### src/rtl/rdec_pkg.sv
package rdec_pkg;

    localparam int unsigned XLEN      = 32;
    localparam int unsigned OPC_W     = 6;
    localparam int unsigned FUNCT_W   = 6;
    localparam int unsigned REG_W     = 5;
    localparam int unsigned IMM_W     = 16;
    localparam int unsigned TGT_W     = 26;
    localparam int unsigned ALU_OP_W  = 3;
    localparam logic [REG_W-1:0] LINK_REG = 5'd31;

    typedef enum logic [ALU_OP_W-1:0] {
        ALU_ADD = 3'd0,
        ALU_SUB = 3'd1,
        ALU_AND = 3'd2,
        ALU_OR  = 3'd3,
        ALU_XOR = 3'd4,
        ALU_NOR = 3'd5
    } alu_op_e;

    typedef enum logic [1:0] {
        CLS_REG = 2'd0,
        CLS_IMM = 2'd1,
        CLS_JMP = 2'd2,
        CLS_RSV = 2'd3
    } cls_e;

    localparam logic [OPC_W-1:0] OPC_REG   = 6'b000000;
    localparam logic [OPC_W-1:0] OPC_J     = 6'b000010;
    localparam logic [OPC_W-1:0] OPC_JAL   = 6'b000011;
    localparam logic [OPC_W-1:0] OPC_ADDIU = 6'b001001;
    localparam logic [OPC_W-1:0] OPC_ANDI  = 6'b001100;
    localparam logic [OPC_W-1:0] OPC_ORI   = 6'b001101;
    localparam logic [OPC_W-1:0] OPC_XORI  = 6'b001110;

    localparam logic [FUNCT_W-1:0] FN_ADDU = 6'b100001;
    localparam logic [FUNCT_W-1:0] FN_SUBU = 6'b100011;
    localparam logic [FUNCT_W-1:0] FN_AND  = 6'b100100;
    localparam logic [FUNCT_W-1:0] FN_OR   = 6'b100101;
    localparam logic [FUNCT_W-1:0] FN_XOR  = 6'b100110;
    localparam logic [FUNCT_W-1:0] FN_NOR  = 6'b100111;

    typedef struct packed {
        cls_e             cls;
        alu_op_e          alu_op;
        logic             use_imm;
        logic             reg_we;
        logic             jump;
        logic             link;
        logic [REG_W-1:0] dest;
    } ctrl_t;

endpackage

### src/rtl/rdec_fields.sv
module rdec_fields
    import rdec_pkg::*;
(
    input  logic [XLEN-1:0]    instr_i,
    output logic [OPC_W-1:0]   opcode_o,
    output logic [REG_W-1:0]   rs_o,
    output logic [REG_W-1:0]   rt_o,
    output logic [REG_W-1:0]   rd_o,
    output logic [REG_W-1:0]   shamt_o,
    output logic [FUNCT_W-1:0] funct_o,
    output logic [IMM_W-1:0]   imm_o,
    output logic [TGT_W-1:0]   tgt_o
);
    localparam int unsigned RS_LO = XLEN - OPC_W - REG_W;
    localparam int unsigned RT_LO = RS_LO - REG_W;
    localparam int unsigned RD_LO = RT_LO - REG_W;
    localparam int unsigned SA_LO = RD_LO - REG_W;

    assign opcode_o = instr_i[XLEN-1 -: OPC_W];
    assign rs_o     = instr_i[RS_LO +: REG_W];
    assign rt_o     = instr_i[RT_LO +: REG_W];
    assign rd_o     = instr_i[RD_LO +: REG_W];
    assign shamt_o  = instr_i[SA_LO +: REG_W];
    assign funct_o  = instr_i[FUNCT_W-1:0];
    assign imm_o    = instr_i[IMM_W-1:0];
    assign tgt_o    = instr_i[TGT_W-1:0];
endmodule

### src/rtl/rdec_ctrl.sv
module rdec_ctrl
    import rdec_pkg::*;
(
    input  logic [OPC_W-1:0]   opcode_i,
    input  logic [FUNCT_W-1:0] funct_i,
    input  logic [REG_W-1:0]   rt_i,
    input  logic [REG_W-1:0]   rd_i,
    output ctrl_t              ctrl_o
);
    ctrl_t ctrl_d;

    always_comb begin
        ctrl_d         = '0;
        ctrl_d.alu_op  = ALU_ADD;
        // classification from opcode patterns
        if (opcode_i == OPC_REG)
            ctrl_d.cls = CLS_REG;
        else if (opcode_i[OPC_W-1:1] == OPC_J[OPC_W-1:1])
            ctrl_d.cls = CLS_JMP;
        else if (opcode_i[OPC_W-1:2] == 4'b0100)
            ctrl_d.cls = CLS_RSV;
        else
            ctrl_d.cls = CLS_IMM;

        unique case (ctrl_d.cls)
            CLS_REG: begin
                ctrl_d.reg_we = 1'b1;
                ctrl_d.dest   = rd_i;
                case (funct_i)
                    FN_ADDU: ctrl_d.alu_op = ALU_ADD;
                    FN_SUBU: ctrl_d.alu_op = ALU_SUB;
                    FN_AND:  ctrl_d.alu_op = ALU_AND;
                    FN_OR:   ctrl_d.alu_op = ALU_OR;
                    FN_XOR:  ctrl_d.alu_op = ALU_XOR;
                    FN_NOR:  ctrl_d.alu_op = ALU_NOR;
                    default: begin
                        ctrl_d.reg_we = 1'b0;
                        ctrl_d.dest   = '0;
                    end
                endcase
            end
            CLS_IMM: begin
                ctrl_d.reg_we  = 1'b1;
                ctrl_d.use_imm = 1'b1;
                ctrl_d.dest    = rt_i;
                case (opcode_i)
                    OPC_ADDIU: ctrl_d.alu_op = ALU_ADD;
                    OPC_ANDI:  ctrl_d.alu_op = ALU_AND;
                    OPC_ORI:   ctrl_d.alu_op = ALU_OR;
                    OPC_XORI:  ctrl_d.alu_op = ALU_XOR;
                    default: begin
                        ctrl_d.reg_we  = 1'b0;
                        ctrl_d.use_imm = 1'b0;
                        ctrl_d.dest    = '0;
                    end
                endcase
            end
            CLS_JMP: begin
                ctrl_d.jump = 1'b1;
                if (opcode_i[0]) begin
                    ctrl_d.link   = 1'b1;
                    ctrl_d.reg_we = 1'b1;
                    ctrl_d.dest   = LINK_REG;
                end
            end
            default: ;
        endcase
    end

    assign ctrl_o = ctrl_d;
endmodule

### src/rtl/rdec_imm_ext.sv
module rdec_imm_ext #(
    parameter int unsigned IN_W  = 16,
    parameter int unsigned OUT_W = 32
) (
    input  logic [IN_W-1:0]  imm_i,
    input  logic             sign_en_i,
    output logic [OUT_W-1:0] ext_o
);
    localparam int unsigned PAD_W = OUT_W - IN_W;
    logic fill;

    assign fill  = sign_en_i & imm_i[IN_W-1];
    assign ext_o = {{PAD_W{fill}}, imm_i};
endmodule

### src/rtl/rdec_jump_tgt.sv
module rdec_jump_tgt #(
    parameter int unsigned ADDR_W = 32,
    parameter int unsigned TGT_W  = 26
) (
    input  logic [TGT_W-1:0]  tgt_i,
    input  logic [ADDR_W-1:0] pc_plus4_i,
    output logic [ADDR_W-1:0] target_o
);
    localparam int unsigned ALIGN_W = 2;
    localparam int unsigned PAGE_W  = ADDR_W - TGT_W - ALIGN_W;

    assign target_o = {pc_plus4_i[ADDR_W-1 -: PAGE_W], tgt_i, {ALIGN_W{1'b0}}};
endmodule

### src/rtl/rdec_top.sv
module rdec_top
    import rdec_pkg::*;
(
    input  logic [31:0] instr_i,
    input  logic [31:0] pc_plus4_i,
    output logic [4:0]  rs_o,
    output logic [4:0]  rt_o,
    output logic [4:0]  shamt_o,
    output logic [5:0]  funct_o,
    output logic [31:0] imm_o,
    output logic [31:0] jump_target_o,
    output logic [1:0]  cls_o,
    output logic [2:0]  alu_op_o,
    output logic        use_imm_o,
    output logic [4:0]  dest_o,
    output logic        reg_we_o,
    output logic        jump_o,
    output logic        link_o
);
    logic [OPC_W-1:0]   opcode;
    logic [REG_W-1:0]   rd;
    logic [IMM_W-1:0]   imm_raw;
    logic [TGT_W-1:0]   tgt_raw;
    ctrl_t              ctrl;

    rdec_fields u_fields (
        .instr_i  (instr_i),
        .opcode_o (opcode),
        .rs_o     (rs_o),
        .rt_o     (rt_o),
        .rd_o     (rd),
        .shamt_o  (shamt_o),
        .funct_o  (funct_o),
        .imm_o    (imm_raw),
        .tgt_o    (tgt_raw)
    );

    rdec_ctrl u_ctrl (
        .opcode_i (opcode),
        .funct_i  (funct_o),
        .rt_i     (rt_o),
        .rd_i     (rd),
        .ctrl_o   (ctrl)
    );

    rdec_imm_ext #(.IN_W(IMM_W), .OUT_W(XLEN)) u_imm (
        .imm_i     (imm_raw),
        .sign_en_i (opcode == OPC_ADDIU),
        .ext_o     (imm_o)
    );

    rdec_jump_tgt #(.ADDR_W(XLEN), .TGT_W(TGT_W)) u_jmp (
        .tgt_i      (tgt_raw),
        .pc_plus4_i (pc_plus4_i),
        .target_o   (jump_target_o)
    );

    assign cls_o     = ctrl.cls;
    assign alu_op_o  = ctrl.alu_op;
    assign use_imm_o = ctrl.use_imm;
    assign dest_o    = ctrl.dest;
    assign reg_we_o  = ctrl.reg_we;
    assign jump_o    = ctrl.jump;
    assign link_o    = ctrl.link;

    // cross-checks between separately driven outputs
    always_comb begin
        a_r7_link_consistent: assert (!link_o || (jump_o && reg_we_o && dest_o == LINK_REG && !use_imm_o))
            else $error("R7 link without jump/write to r31");
        a_r9_no_write_reserved: assert (!(reg_we_o && cls_o == CLS_RSV))
            else $error("R9 write enabled for reserved class");
        a_r9_quiet_when_idle: assert (reg_we_o || jump_o || (dest_o == '0 && !use_imm_o && alu_op_o == ALU_ADD))
            else $error("R9 no-op carries nonzero control");
        a_r5_ext_uniform: assert (imm_o[31:16] == '0 || imm_o[31:16] == {16{imm_o[15]}})
            else $error("R5 immediate upper bits malformed");
        a_r8_page_kept: assert (jump_target_o[31:28] == pc_plus4_i[31:28] && jump_target_o[1:0] == 2'b00)
            else $error("R8 jump target page or alignment wrong");
        a_r4_imm_means_itype: assert (!use_imm_o || (cls_o == CLS_IMM && reg_we_o && dest_o == rt_o))
            else $error("R4 immediate operand outside supported immediate-type");
    end
endmodule

### config.mk
export PLATFORM = sky130hd
export DESIGN_NAME = rdec_top
export DESIGN_NICKNAME = d
export VERILOG_FILES = /design/src/rtl/rdec_pkg.sv /design/src/rtl/rdec_fields.sv /design/src/rtl/rdec_ctrl.sv /design/src/rtl/rdec_imm_ext.sv /design/src/rtl/rdec_jump_tgt.sv /design/src/rtl/rdec_top.sv
export SDC_FILE = /design/constraint.sdc
export NUM_CORES = 1
export LEC_CHECK = 0
export BUFFER_PORTS_ARGS = -buffer_cell sky130_fd_sc_hd__clkbuf_2
export CAP_MARGIN = 5
export CELL_PAD_IN_SITES_DETAIL_PLACEMENT = 1
export CELL_PAD_IN_SITES_GLOBAL_PLACEMENT = 1
export CORE_ASPECT_RATIO = 1.4
export CORE_MARGIN = 5
export CORE_UTILIZATION = 22
export DETAILED_ROUTE_END_ITERATION = 8
export PLACE_DENSITY = 0.85
export SETUP_SLACK_MARGIN = 0.3
export SLEW_MARGIN = 20
export SYNTH_ARGS = -nofsm -noshare
export SYNTH_HDL_FRONTEND = slang
export SYNTH_HIERARCHICAL = 1
export SYNTH_SLANG_ARGS = --single-unit
### constraint.sdc
create_clock -name vclk -period 3.4
set_input_delay 0.51 -clock vclk [all_inputs]
set_output_delay 0.51 -clock vclk [all_outputs]
set_load 0.05 [all_outputs]
==> results.sh <==
export IMPL_power_density_mw_per_mm2=217.7
export IMPL_grt_overflow_total=0
export IMPL_seq_cells=0
export IMPL_syn_area_sq_mm=0.001296
export IMPL_tightest_slew_ns=0.6417
export IMPL_cp_end_kind="primary output"
export IMPL_power_uw=172.1
export IMPL_avgSynthCellArea_sq_um=7.536
export IMPL_max_slew_margin_pct=57.22
export IMPL_seq_area_sq_um=0
export IMPL_synth_top_area_share_pct=79.92
export IMPL_drtIter0Drc=22
export IMPL_dr_pass1_iters=2
export IMPL_crit_arrival_ns=2.14
export IMPL_insertedDiodeCount=0
export IMPL_antenna_found_initial=0
export IMPL_cts_resized=0
export IMPL_fp_dieArea_sq_mm=0.007549
export IMPL_tns_ns=0
export IMPL_design_core_area_sq_mm=0.005781
export IMPL_yosysSeqAreaShare_pct=0
export IMPL_grt_max_degree=17
export IMPL_wl_mm=2.532
export IMPL_antenna_left=0
export IMPL_hp_class="input port to primary output"
export IMPL_die_w_microns=74.88
export IMPL_rsz0062_at_grt="false"
export IMPL_drv_slew=0
export IMPL_core_rowCount=33
export IMPL_syn_instance_count=172
export IMPL_yosys_cell_types_count=23
export IMPL_layout_nets=190
export IMPL_cp_max_fo=16
export IMPL_remaining_drc_errors=0
export IMPL_status="completed"
export IMPL_synth_largest_area_cell="buf_4"
export IMPL_track_usage_pct=6.142
export IMPL_postCtsHoldBufs=0
export IMPL_crit_type="input port to primary output"
export IMPL_start_util_pct=22.42
export IMPL_leakagePower_nw=0.4727
export IMPL_fillers=737
export IMPL_dr_total_vias=691
export IMPL_post_route_min_period_ns=2.649
export IMPL_required_ns=2.89
export IMPL_cap_violations=0
export IMPL_fp_dieH_microns=100.8
export IMPL_first_global_vias=681
export IMPL_setup_violations=0
export IMPL_critPathLaunchType="input port"
export IMPL_yosysWarnings=6
export IMPL_hold_viol_final=0
export IMPL_fin_hold_ws_ns=1.020
export IMPL_io_buffers=90
export IMPL_vias_per_cell=3.562
export IMPL_detail_route_wl_per_cell_microns=13.05
export IMPL_cts_setup_buffers=0
export IMPL_clkbuf_count=0
export IMPL_grt_pass1_wl_mm=3.712
export IMPL_dp_final_hpwl_mm=2.231
export IMPL_num_io_pins=163
export IMPL_layout_drive_gt1_share_pct=75.81
export IMPL_synth_area_top_cells="buf_4 (80%), a221o_1 (3.9%), a2111oi_4 (2.1%)"
export IMPL_period_share_pct=77.92
export IMPL_area_delta_synth_final_pct=-39.00
export IMPL_gp_congestion=0.7660
export IMPL_fmax_mhz=377.5
export IMPL_ir_drop_mv=0.04050
cell usage after synthesis (all sizes together):
master / count
buf: 139
a221o: 5
inv: 3
nor2: 3
and2: 2
nand2b: 2
nand3: 2
nor3b: 2
nor4: 2
o22ai: 2
a2111oi: 1
and3: 1
conb: 1
nand2: 1
nand4: 1
o2111a: 1
o21ai: 1
o32ai: 1
or3: 1
or4b: 1
path summary, 6_finish.rpt:
kind	start	cells after the start	slack [ns]	to
setup / recovery	instr_i[31]	5	0.75	imm_o[28]
hold / removal	pc_plus4_i[30]	0	1.02	jump_target_o[30]
where the power goes:
| part | internal (mW) | total, mW | switching, mW | leakage [nW] |
|---|---|---|---|---|
| clock | 0 | 0 | 0 | 0 |
| sequential | 0 | 0 | 0 | 0 |
| combinational | 0.0327 | 0.172 | 0.139 | 0.473 |
| total | 0.0327 | 0.172 | 0.139 | 0.473 |
cells in the final DEF (no fill, tap or decap), drive strengths merged, types with 2 or more instances in the layout:
| master | instances |
|---|---|
| a221o | 5 |
| and2 | 2 |
| clkbuf | 90 |
| conb | 2 |
| inv | 3 |
| nand2b | 2 |
| nand3 | 2 |
| nor2 | 3 |
| nor3b | 2 |
| nor4 | 2 |
| o22ai | 2 |
area by class of cell:
class              instances  area [sq um]  area share [%]
repair buffers            90         450.4           56.96
multi-input cells         31         241.5           30.54
well taps                 70         87.58           11.08
inverters                  3         11.26           1.424
metal layers:
layer	vias up	share of wire [%]	global-route usage (%)
met4	0	0.95	1.233
met1	310	32	7.049
met5	-	0	0
met2	54	52	11.21
li1	320	-	-
met3	7	15	1.497
kinds of logic (layout without fill, tap and decap cells):
group / count (synthesis) / after routing / synth area share (%)
other: 1 / 2 / 0.2893
AOI/OAI and AO/OA: 11 / 11 / 8.977
and+or+nand+nor: 18 / 18 / 9.074
buffers and inverters: 142 / 93 / 81.66
metrics by stage:
step                      setup slack, ns  cells  area [sq um]  util (%)
after CTS                          0.7108    194         790.8     13.68
after detailed placement           0.7148    194         790.8     13.68
after global placement             0.7268    194         790.8     13.68
after global routing               0.5774    194         790.8     13.68
after floorplan                    0.5950    173          1300         -
final                              0.7508    194         790.8     13.68
critical path, cell delays in order:
cell      delay [ns]
clkbuf_2        0.14
or4b_1          0.54
nor3b_2         0.16
and2_1          0.42
clkbuf_2        0.37
No activity file was read; power rests on OpenSTA's default activity.
